--- src/rtl/opdesc_pkg.sv ---
package opdesc_pkg;

    localparam int VAL_BYTES = 4;
    localparam int VAL_W     = 8 * VAL_BYTES;
    localparam int LANE_W    = $clog2(VAL_BYTES);
    localparam logic [7:0] WIDE_OPC = 8'h30;

    typedef enum logic [1:0] {
        FMT_DESC  = 2'd0,
        FMT_IMM8  = 2'd1,
        FMT_IMM16 = 2'd2,
        FMT_IMM32 = 2'd3
    } opfmt_e;

    typedef enum logic [1:0] {
        ST_OPC,
        ST_OPC2,
        ST_DESC,
        ST_EXT
    } dec_st_e;

    typedef struct packed {
        logic       prefix;
        logic       reserved;
        logic       literal;
        logic [2:0] ext;
    } dclass_t;

    // Number of value bytes that follow a descriptor of this mode/register.
    function automatic logic [2:0] ext_bytes(input logic [3:0] m, input logic [3:0] r);
        logic r15;
        r15 = (r == 4'hF);
        case (m)
            4'd4, 4'd7, 4'd14: ext_bytes = r15 ? 3'd4 : 3'd0;
            4'd5:              ext_bytes = r15 ? 3'd2 : 3'd0;
            4'd6:              ext_bytes = r15 ? 3'd1 : 3'd0;
            4'd8, 4'd9:        ext_bytes = 3'd4;
            4'd10, 4'd11:      ext_bytes = 3'd2;
            4'd12, 4'd13:      ext_bytes = 3'd1;
            default:           ext_bytes = 3'd0;
        endcase
    endfunction

    function automatic logic is_type_code(input logic [3:0] r);
        is_type_code = (r == 4'd0) || (r == 4'd2) || (r == 4'd3) ||
                       (r == 4'd4) || (r == 4'd6) || (r == 4'd7);
    endfunction

endpackage

--- src/rtl/opdesc_classify.sv ---
module opdesc_classify
    import opdesc_pkg::*;
(
    input  logic [7:0] desc,
    output dclass_t    cls
);
    logic [3:0] mode;
    logic [3:0] rnum;

    assign mode = desc[7:4];
    assign rnum = desc[3:0];

    always_comb begin
        cls.prefix   = (mode == 4'd14) && is_type_code(rnum);
        cls.reserved = (mode == 4'd14) && !is_type_code(rnum) && (rnum != 4'hF);
        cls.literal  = (mode <= 4'd3) || (mode == 4'd15);
        cls.ext      = ext_bytes(mode, rnum);
    end
endmodule

--- src/rtl/opdesc_valasm.sv ---
module opdesc_valasm
    import opdesc_pkg::*;
(
    input  logic              clk,
    input  logic              rst,
    input  logic              clr,
    input  logic              lit,
    input  logic              ld,
    input  logic [LANE_W-1:0] lane,
    input  logic [7:0]        din,
    output logic [VAL_W-1:0]  val_next
);
    logic [VAL_BYTES-1:0][7:0] nxt_b;
    logic [VAL_BYTES-1:0][7:0] val_q;

    for (genvar l = 0; l < VAL_BYTES; l++) begin : g_lane
        if (l == 0) begin : g_low
            assign nxt_b[l] = clr ? 8'h00 :
                              lit ? din :
                              (ld && lane == LANE_W'(l)) ? din : val_q[l];
        end else begin : g_high
            assign nxt_b[l] = (clr || lit) ? 8'h00 :
                              (ld && lane == LANE_W'(l)) ? din : val_q[l];
        end
    end

    assign val_next = nxt_b;

    always_ff @(posedge clk) begin
        if (rst) val_q <= '0;
        else     val_q <= nxt_b;
    end

    // A lane load must leave all other lanes untouched.
    a_r6_other_lanes_hold: assert property (@(posedge clk) disable iff (rst)
        (ld && !clr && !lit && lane == '0) |-> (nxt_b[VAL_BYTES-1:1] == val_q[VAL_BYTES-1:1]));
endmodule

--- src/rtl/opdesc_decoder.sv ---
module opdesc_decoder
    import opdesc_pkg::*;
#(
    parameter  int MAX_OPS  = 4,
    localparam int CNT_W    = $clog2(MAX_OPS + 1),
    localparam int MAX_OLEN = 2 + VAL_BYTES,
    localparam int OLEN_W   = $clog2(MAX_OLEN + 1),
    localparam int LEN_W    = $clog2(2 + MAX_OPS * MAX_OLEN + 1)
)
(
    input  logic              clk,
    input  logic              rst,
    input  logic              byte_valid,
    input  logic [7:0]        byte_data,
    output logic              byte_ready,
    input  logic [CNT_W-1:0]  op_count,
    input  logic [1:0]        op_kind,
    output logic              opnd_valid,
    output logic [3:0]        opnd_mode,
    output logic [3:0]        opnd_reg,
    output logic              opnd_etype_valid,
    output logic [2:0]        opnd_etype,
    output logic [VAL_W-1:0]  opnd_value,
    output logic [OLEN_W-1:0] opnd_len,
    output logic              instr_done,
    output logic              instr_err,
    output logic [LEN_W-1:0]  instr_len,
    output logic [15:0]       opcode
);
    dec_st_e           st_q;
    logic              ready_q;
    logic [CNT_W-1:0]  left_q;
    logic [LEN_W-1:0]  len_q;
    logic [OLEN_W-1:0] olen_q;
    logic [3:0]        mode_q, reg_q;
    logic              etv_q, pfx_q;
    logic [2:0]        et_q;
    logic [LANE_W-1:0] idx_q;
    logic [2:0]        need_q;
    logic [15:0]       opc_q;

    logic              ov_q, done_q, err_q, oetv_q;
    logic [3:0]        omode_q, oreg_q;
    logic [2:0]        oet_q;
    logic [VAL_W-1:0]  oval_q;
    logic [OLEN_W-1:0] oolen_q;
    logic [LEN_W-1:0]  ilen_q;

    dclass_t           cls;
    logic [VAL_W-1:0]  val_next;
    logic              take, desc_path, ext_path, opc_last, dbad, fin_op;
    logic              va_clr, va_lit, va_ld;
    logic [3:0]        fin_mode, fin_reg, imp_mode;
    logic [2:0]        imp_need;

    opdesc_classify u_cls (.desc(byte_data), .cls(cls));

    opdesc_valasm u_val (
        .clk(clk), .rst(rst), .clr(va_clr), .lit(va_lit), .ld(va_ld),
        .lane(idx_q), .din(byte_data), .val_next(val_next)
    );

    always_comb begin
        take      = byte_valid && ready_q;
        desc_path = take && (st_q == ST_DESC);
        ext_path  = take && (st_q == ST_EXT);
        opc_last  = take && (((st_q == ST_OPC) && (byte_data != WIDE_OPC)) || (st_q == ST_OPC2));
        dbad      = desc_path && (cls.reserved || (cls.prefix && pfx_q));
        fin_op    = (desc_path && !cls.prefix && !cls.reserved && (cls.ext == 3'd0)) ||
                    (ext_path && (({1'b0, idx_q} + 3'd1) == need_q));
        fin_mode  = (st_q == ST_DESC) ? byte_data[7:4] : mode_q;
        fin_reg   = (st_q == ST_DESC) ? byte_data[3:0] : reg_q;
        va_clr    = take && ((st_q == ST_OPC) || (st_q == ST_OPC2) ||
                             ((st_q == ST_DESC) && !cls.literal));
        va_lit    = desc_path && cls.literal;
        va_ld     = ext_path;
        case (opfmt_e'(op_kind))
            FMT_IMM8:  begin imp_need = 3'd1; imp_mode = 4'd6; end
            FMT_IMM16: begin imp_need = 3'd2; imp_mode = 4'd5; end
            default:   begin imp_need = 3'd4; imp_mode = 4'd4; end
        endcase
    end

    always_ff @(posedge clk) begin
        ov_q   <= 1'b0;
        done_q <= 1'b0;
        err_q  <= 1'b0;
        if (rst) begin
            st_q <= ST_OPC;   ready_q <= 1'b0;  left_q <= '0;  len_q <= '0;
            olen_q <= '0;     mode_q <= '0;     reg_q <= '0;   etv_q <= 1'b0;
            pfx_q <= 1'b0;    et_q <= '0;       idx_q <= '0;   need_q <= '0;
            opc_q <= '0;      oetv_q <= 1'b0;   omode_q <= '0; oreg_q <= '0;
            oet_q <= '0;      oval_q <= '0;     oolen_q <= '0; ilen_q <= '0;
        end else begin
            ready_q <= 1'b1;
            if (take) begin
                case (st_q)
                    ST_OPC: begin
                        opc_q <= {8'h00, byte_data};
                        len_q <= LEN_W'(1);
                        etv_q <= 1'b0;
                        et_q  <= '0;
                        if (byte_data == WIDE_OPC) st_q <= ST_OPC2;
                    end
                    ST_OPC2: begin
                        opc_q <= {opc_q[7:0], byte_data};
                        len_q <= LEN_W'(2);
                    end
                    ST_DESC: begin
                        len_q  <= len_q + 1'b1;
                        olen_q <= olen_q + 1'b1;
                        if (dbad) begin
                            done_q <= 1'b1;
                            err_q  <= 1'b1;
                            ilen_q <= '0;
                            st_q   <= ST_OPC;
                        end else if (cls.prefix) begin
                            pfx_q <= 1'b1;
                            etv_q <= 1'b1;
                            et_q  <= byte_data[2:0];
                        end else begin
                            mode_q <= byte_data[7:4];
                            reg_q  <= byte_data[3:0];
                            need_q <= cls.ext;
                            idx_q  <= '0;
                            if (cls.ext != 3'd0) st_q <= ST_EXT;
                        end
                    end
                    default: begin
                        len_q  <= len_q + 1'b1;
                        olen_q <= olen_q + 1'b1;
                        idx_q  <= idx_q + 1'b1;
                    end
                endcase
            end
            if (opc_last) begin
                left_q <= op_count;
                olen_q <= '0;
                pfx_q  <= 1'b0;
                idx_q  <= '0;
                if (op_count == '0) begin
                    done_q <= 1'b1;
                    ilen_q <= (st_q == ST_OPC) ? LEN_W'(1) : LEN_W'(2);
                    st_q   <= ST_OPC;
                end else if (opfmt_e'(op_kind) != FMT_DESC) begin
                    mode_q <= imp_mode;
                    reg_q  <= 4'hF;
                    need_q <= imp_need;
                    st_q   <= ST_EXT;
                end else begin
                    st_q <= ST_DESC;
                end
            end
            if (fin_op) begin
                ov_q    <= 1'b1;
                omode_q <= fin_mode;
                oreg_q  <= fin_reg;
                oetv_q  <= etv_q;
                oet_q   <= et_q;
                oval_q  <= val_next;
                oolen_q <= olen_q + 1'b1;
                left_q  <= left_q - 1'b1;
                olen_q  <= '0;
                pfx_q   <= 1'b0;
                if (left_q == CNT_W'(1)) begin
                    done_q <= 1'b1;
                    ilen_q <= len_q + 1'b1;
                    st_q   <= ST_OPC;
                end else begin
                    st_q <= ST_DESC;
                end
            end
        end
    end

    assign byte_ready       = ready_q;
    assign opnd_valid       = ov_q;
    assign opnd_mode        = omode_q;
    assign opnd_reg         = oreg_q;
    assign opnd_etype_valid = oetv_q;
    assign opnd_etype       = oet_q;
    assign opnd_value       = oval_q;
    assign opnd_len         = oolen_q;
    assign instr_done       = done_q;
    assign instr_err        = err_q;
    assign instr_len        = ilen_q;
    assign opcode           = opc_q;

    // an aborted instruction reports length zero
    a_r9_err_zero_len: assert property (@(posedge clk) disable iff (rst)
        (instr_done && instr_err) |-> (instr_len == '0));
    // a reserved mode-14 form never appears as a finished operand
    a_r9_no_reserved_out: assert property (@(posedge clk) disable iff (rst)
        opnd_valid |-> !((opnd_mode == 4'd14) && (opnd_reg != 4'hF)));
    // a literal carries its own descriptor byte as value
    a_r3_literal_value: assert property (@(posedge clk) disable iff (rst)
        (opnd_valid && ((opnd_mode <= 4'd3) || (opnd_mode == 4'd15)))
        |-> (opnd_value == {{(VAL_W-8){1'b0}}, opnd_mode, opnd_reg}));
    // operand length lies between its value bytes and value bytes plus descriptor and prefix
    a_r12_opnd_len_range: assert property (@(posedge clk) disable iff (rst)
        opnd_valid |-> ((4'(opnd_len) >= 4'(ext_bytes(opnd_mode, opnd_reg))) &&
                        (4'(opnd_len) <= 4'(ext_bytes(opnd_mode, opnd_reg)) + 4'd2)));
    // a one-byte value leaves the upper bits zero
    a_r6_byte_zero_ext: assert property (@(posedge clk) disable iff (rst)
        (opnd_valid && (ext_bytes(opnd_mode, opnd_reg) == 3'd1)) |-> (opnd_value[VAL_W-1:8] == '0));
    // a clean end always has a non-zero length
    a_r12_done_len: assert property (@(posedge clk) disable iff (rst)
        (instr_done && !instr_err) |-> (instr_len != '0));
    // reset drops the handshake
    a_r1_ready_low_after_reset: assert property (@(posedge clk)
        rst |=> !byte_ready);
endmodule

--- config.mk ---
export PLATFORM = sky130hd
export DESIGN_NAME = opdesc_decoder
export DESIGN_NICKNAME = d
export VERILOG_FILES = /design/src/rtl/opdesc_pkg.sv /design/src/rtl/opdesc_classify.sv /design/src/rtl/opdesc_valasm.sv /design/src/rtl/opdesc_decoder.sv
export SDC_FILE = /design/constraint.sdc
export NUM_CORES = 1
export LEC_CHECK = 0
export BUFFER_PORTS_ARGS = -buffer_cell sky130_fd_sc_hd__buf_2
export CAP_MARGIN = 15
export CORE_MARGIN = 1.5
export CORE_UTILIZATION = 60
export DETAILED_ROUTE_END_ITERATION = 16
export PLACE_DENSITY_LB_ADDON = 0.08
export SYNTH_ARGS = -nofsm -noshare
export SYNTH_HDL_FRONTEND = slang
export SYNTH_SLANG_ARGS = --single-unit
--- constraint.sdc ---
create_clock -name clk -period 3.8 [get_ports clk]
set_input_delay 0.57 -clock clk [delete_from_list [all_inputs] [get_ports clk]]
set_output_delay 0.57 -clock clk [all_outputs]
set_load 0.01 [all_outputs]
==> metrics.csv <==
stage;metric;value;unit
sta;Hold Vio Cnt, Final;0;
clock_network;Sink Count;135;
place;routability congestion estimate from global placement;0.922;
sta;fin. max-slew vios;0;
detailed_routing;Initial DRC Count;302;
final_layout;multi-input logic area;2560;um^2
clock_network;clk buf depth;2;
setup_path;critical path class;reg -> reg;
final_layout;Post-Route Utilization;74.2;%
die;die height;99.1;um
detailed_routing;Post-DRT Antenna Nets;0;
place;IO buf count;87;
final_layout;# fillers;683;
clock_network;CTS Buf Count;17;
setup_path;reg2reg path depth;7;
sta;Slew headroom;41.1;%
global_routing;gr ovfl total;0;
sta;setup repair after global routing missed its margin;false;
synth;count of different cell masters after synthesis;66;
final_layout;most common cell after layout, fill and taps aside;dfxtp_1;
detailed_routing;# DRC;0;
detailed_routing;final WL;13400;um
final_layout;most frequent cells in the layout;dfxtp_1 (135), buf_2 (87), nand2_1 (72);
global_routing;largest net degree at the start of global routing;72;
final_layout;layout cell share with drive strength beyond 1;20.9;%
synth;post-synthesis mux area share;4.34;%
sta;fin crit share;68.9;%
clock_network;Clock Latency Late Sink;0.52;ns
final_layout;antenna cell count;0;
detailed_routing;number of vias per cell;5.94;
synth;Seq/Total Area, Yosys;48.8;%
place;Final HPWL DP;8880;um
global_routing;first-pass GRT wire length;22000;um
setup_path;WP data required;4.22;ns
clock_network;CTS clock-pin slew for the worst setup and hold paths;0.06;ns
setup_path;WP data arrival;3.04;ns
setup_path;Reg2Reg Capture Point;st_q[1]$_SDFFE_PP0P_;
status;outcome;finished, final reports clean;
sta;minimum clock period;2.62;ns
synth;top_reg_cell synth;dfxtp_1;
clock_network;H-tree Lvls;4;
sta;TNS Setup;0;ns
synth;Post-Synth XOR/XNOR Area;1.42;%
setup_path;Critical Path End Type;register;
detailed_routing;drt wl/cell;17.2;um
setup_path;R2R setup slack;1.18;ns
die;initial core utilization;62.6;%
setup_path;CP Launch Point;st_q[1]$_SDFFE_PP0P_;
synth;Synth async-reset ratio;0;%
die;die area;9810;um^2
flow_run;max cap viols;0;
synth;Synth Warn #;0;
die;Die W;99.1;um
setup_path;R2R Path Start;st_q[1]$_SDFFE_PP0P_;
synth;area share of fa/ha/maj cells after synthesis;2.49;%
die;IO Pins;88;
global_routing;antenna violations before repair;0;
final_layout;Layout Nets;689;
setup_path;crit path max fanout;71;
sta;Hold Worst Slack;0.349;ns
pwr;pwr/cell area;519;nW/um^2
global_routing;vias in the first global route;4395;
pwr;Lkg Pwr;0.00289;uW
die;Placeable Area;8850;um^2
synth;post-synthesis compound-gate area fraction;20.0;%
worst_hold_path;class of the worst hold path;in -> reg;
detailed_routing;Detailed Routing Iterations Pass 1;4;
clock_network;hold_buf cts;0;
sta;Final Skew;0.00854;ns
sta;Slew @ Worst Pin;0.881;ns
detailed_routing;via count;4649;
final_layout;Area Overhead vs Synth;18.6;%
clock_network;clock root cell;clkbuf_8;
synth;Yosys reg bits;135;
synth;Post-Syn Area;5540;um^2
setup_path;CP endpoint;st_q[1]$_SDFFE_PP0P_;
pwr;VDD IR-drop max;0.351;mV
global_routing;GRT Total Usage;28.5;%
sta;f_max;0.382;GHz
final_layout;register area;2700;um^2
clock_network;post-CTS setup buffers;0;
clock_network;TritonCTS clock tree;done;
synth;Syn Nets;623;
synth;Synth Instances;596;
setup_path;Worst Setup Start Kind;register;
die;Rows;34;
clock_network;CTS resizes;0;
synth;EDFF count, synth;0;
sta;Final setup violation count;0;
synth;combinational family with the most area after synthesis;compound AO/OA/AOI/OAI gates;
synth;Avg Cell Area, Syn;9.29;um^2
synth;Synth Area in Simple Gates;17.9;%
[layer usage]
metal  GRT usage, %  share of wire, %
met5              0                 0
met4           12.1               2.6
met3           6.24               5.3
met2           45.7                48
met1           37.2                44
[metrics by stage]
| step | power [uW] | cell area [um^2] | setup slack (ns) | cells |
|---|---|---|---|---|
| 2_1_floorplan | 1640 | 5540 | 1.78 | 596 |
| 3_3_place_gp | 1700 | 5920 | 0.964 | 750 |
| 3_5_place_dp | 1710 | 5940 | 1.09 | 751 |
| 4_1_cts | 3430 | 6570 | 1.23 | 783 |
| 5_1_grt | 3520 | 6570 | 0.961 | 783 |
| 6_report | 3410 | 6570 | 1.18 | 783 |
[synthesized netlist by cell type (all sizes together) (4+ instances only)]
master,n,area share [%]
nor2,50,3.6
buf,29,2.9
or3,4,0.45
a21oi,56,5.1
inv,13,0.88
nor3,7,0.63
clkbuf,18,1.2
nand2,73,5.0
nor2b,4,0.45
o31ai,6,1.2
dfxtp,135,49
a31oi,11,1.4
nand3,41,3.7
xnor2,7,1.1
a211oi,14,1.9
a22oi,4,0.54
mux2i,24,4.3
o22a,32,5.1
ha,11,2.5
[worst min-delay path by stage]
stage                                    start                         end  cells after the start
global route                               rst          byte_ready$_DFF_P_                      2
global placement       opcode[15]$_SDFFE_PP0P_     opcode[15]$_SDFFE_PP0P_                      2
detailed placement      opcode[9]$_SDFFE_PP0P_      opcode[9]$_SDFFE_PP0P_                      2
CTS                                        rst          byte_ready$_DFF_P_                      2
finish                             op_count[2]      left_q[2]$_SDFFE_PP0P_                      3
floorplan           u_val.val_q[15]$_SDFF_PP0_  u_val.val_q[15]$_SDFF_PP0_                      2
[cell families (layout without fill, tap and decap cells)]
family	after synthesis	in the layout
xor+xnor	9	9
mux	24	24
buf+inv	60	139
flops	135	135
fa+ha+maj	11	11
compound gates	151	151
simple gates	206	206
[worst max-delay path, cell delays in order (launching register included)]
cell	delay [ns]
dfxtp_1	0.57
and4_1	0.27
buf_4	0.28
nand4_1	0.20
nand2_2	0.13
buf_4	0.59
o31ai_1	0.18
o31ai_1	0.24
[where the power goes]
| group | internal, uW | leakage [uW] | switching [uW] |
|---|---|---|---|
| Sequential | 1440 | 0.00109 | 20.8 |
| Combinational | 73.3 | 0.00149 | 143 |
| Clock | 1080 | 0.000306 | 644 |
| Total | 2600 | 0.00289 | 808 |
[area by class of cell]
cell class	count	area share [%]
clock buffer	17	6.31
clock inverter	15	3.26
inverter	13	0.743
multi-input combinational	401	38.9
sequential	135	41.2
tap	108	2.06
timing repair buffer	94	7.55
Note: power is estimated with default switching activity, not from simulation.
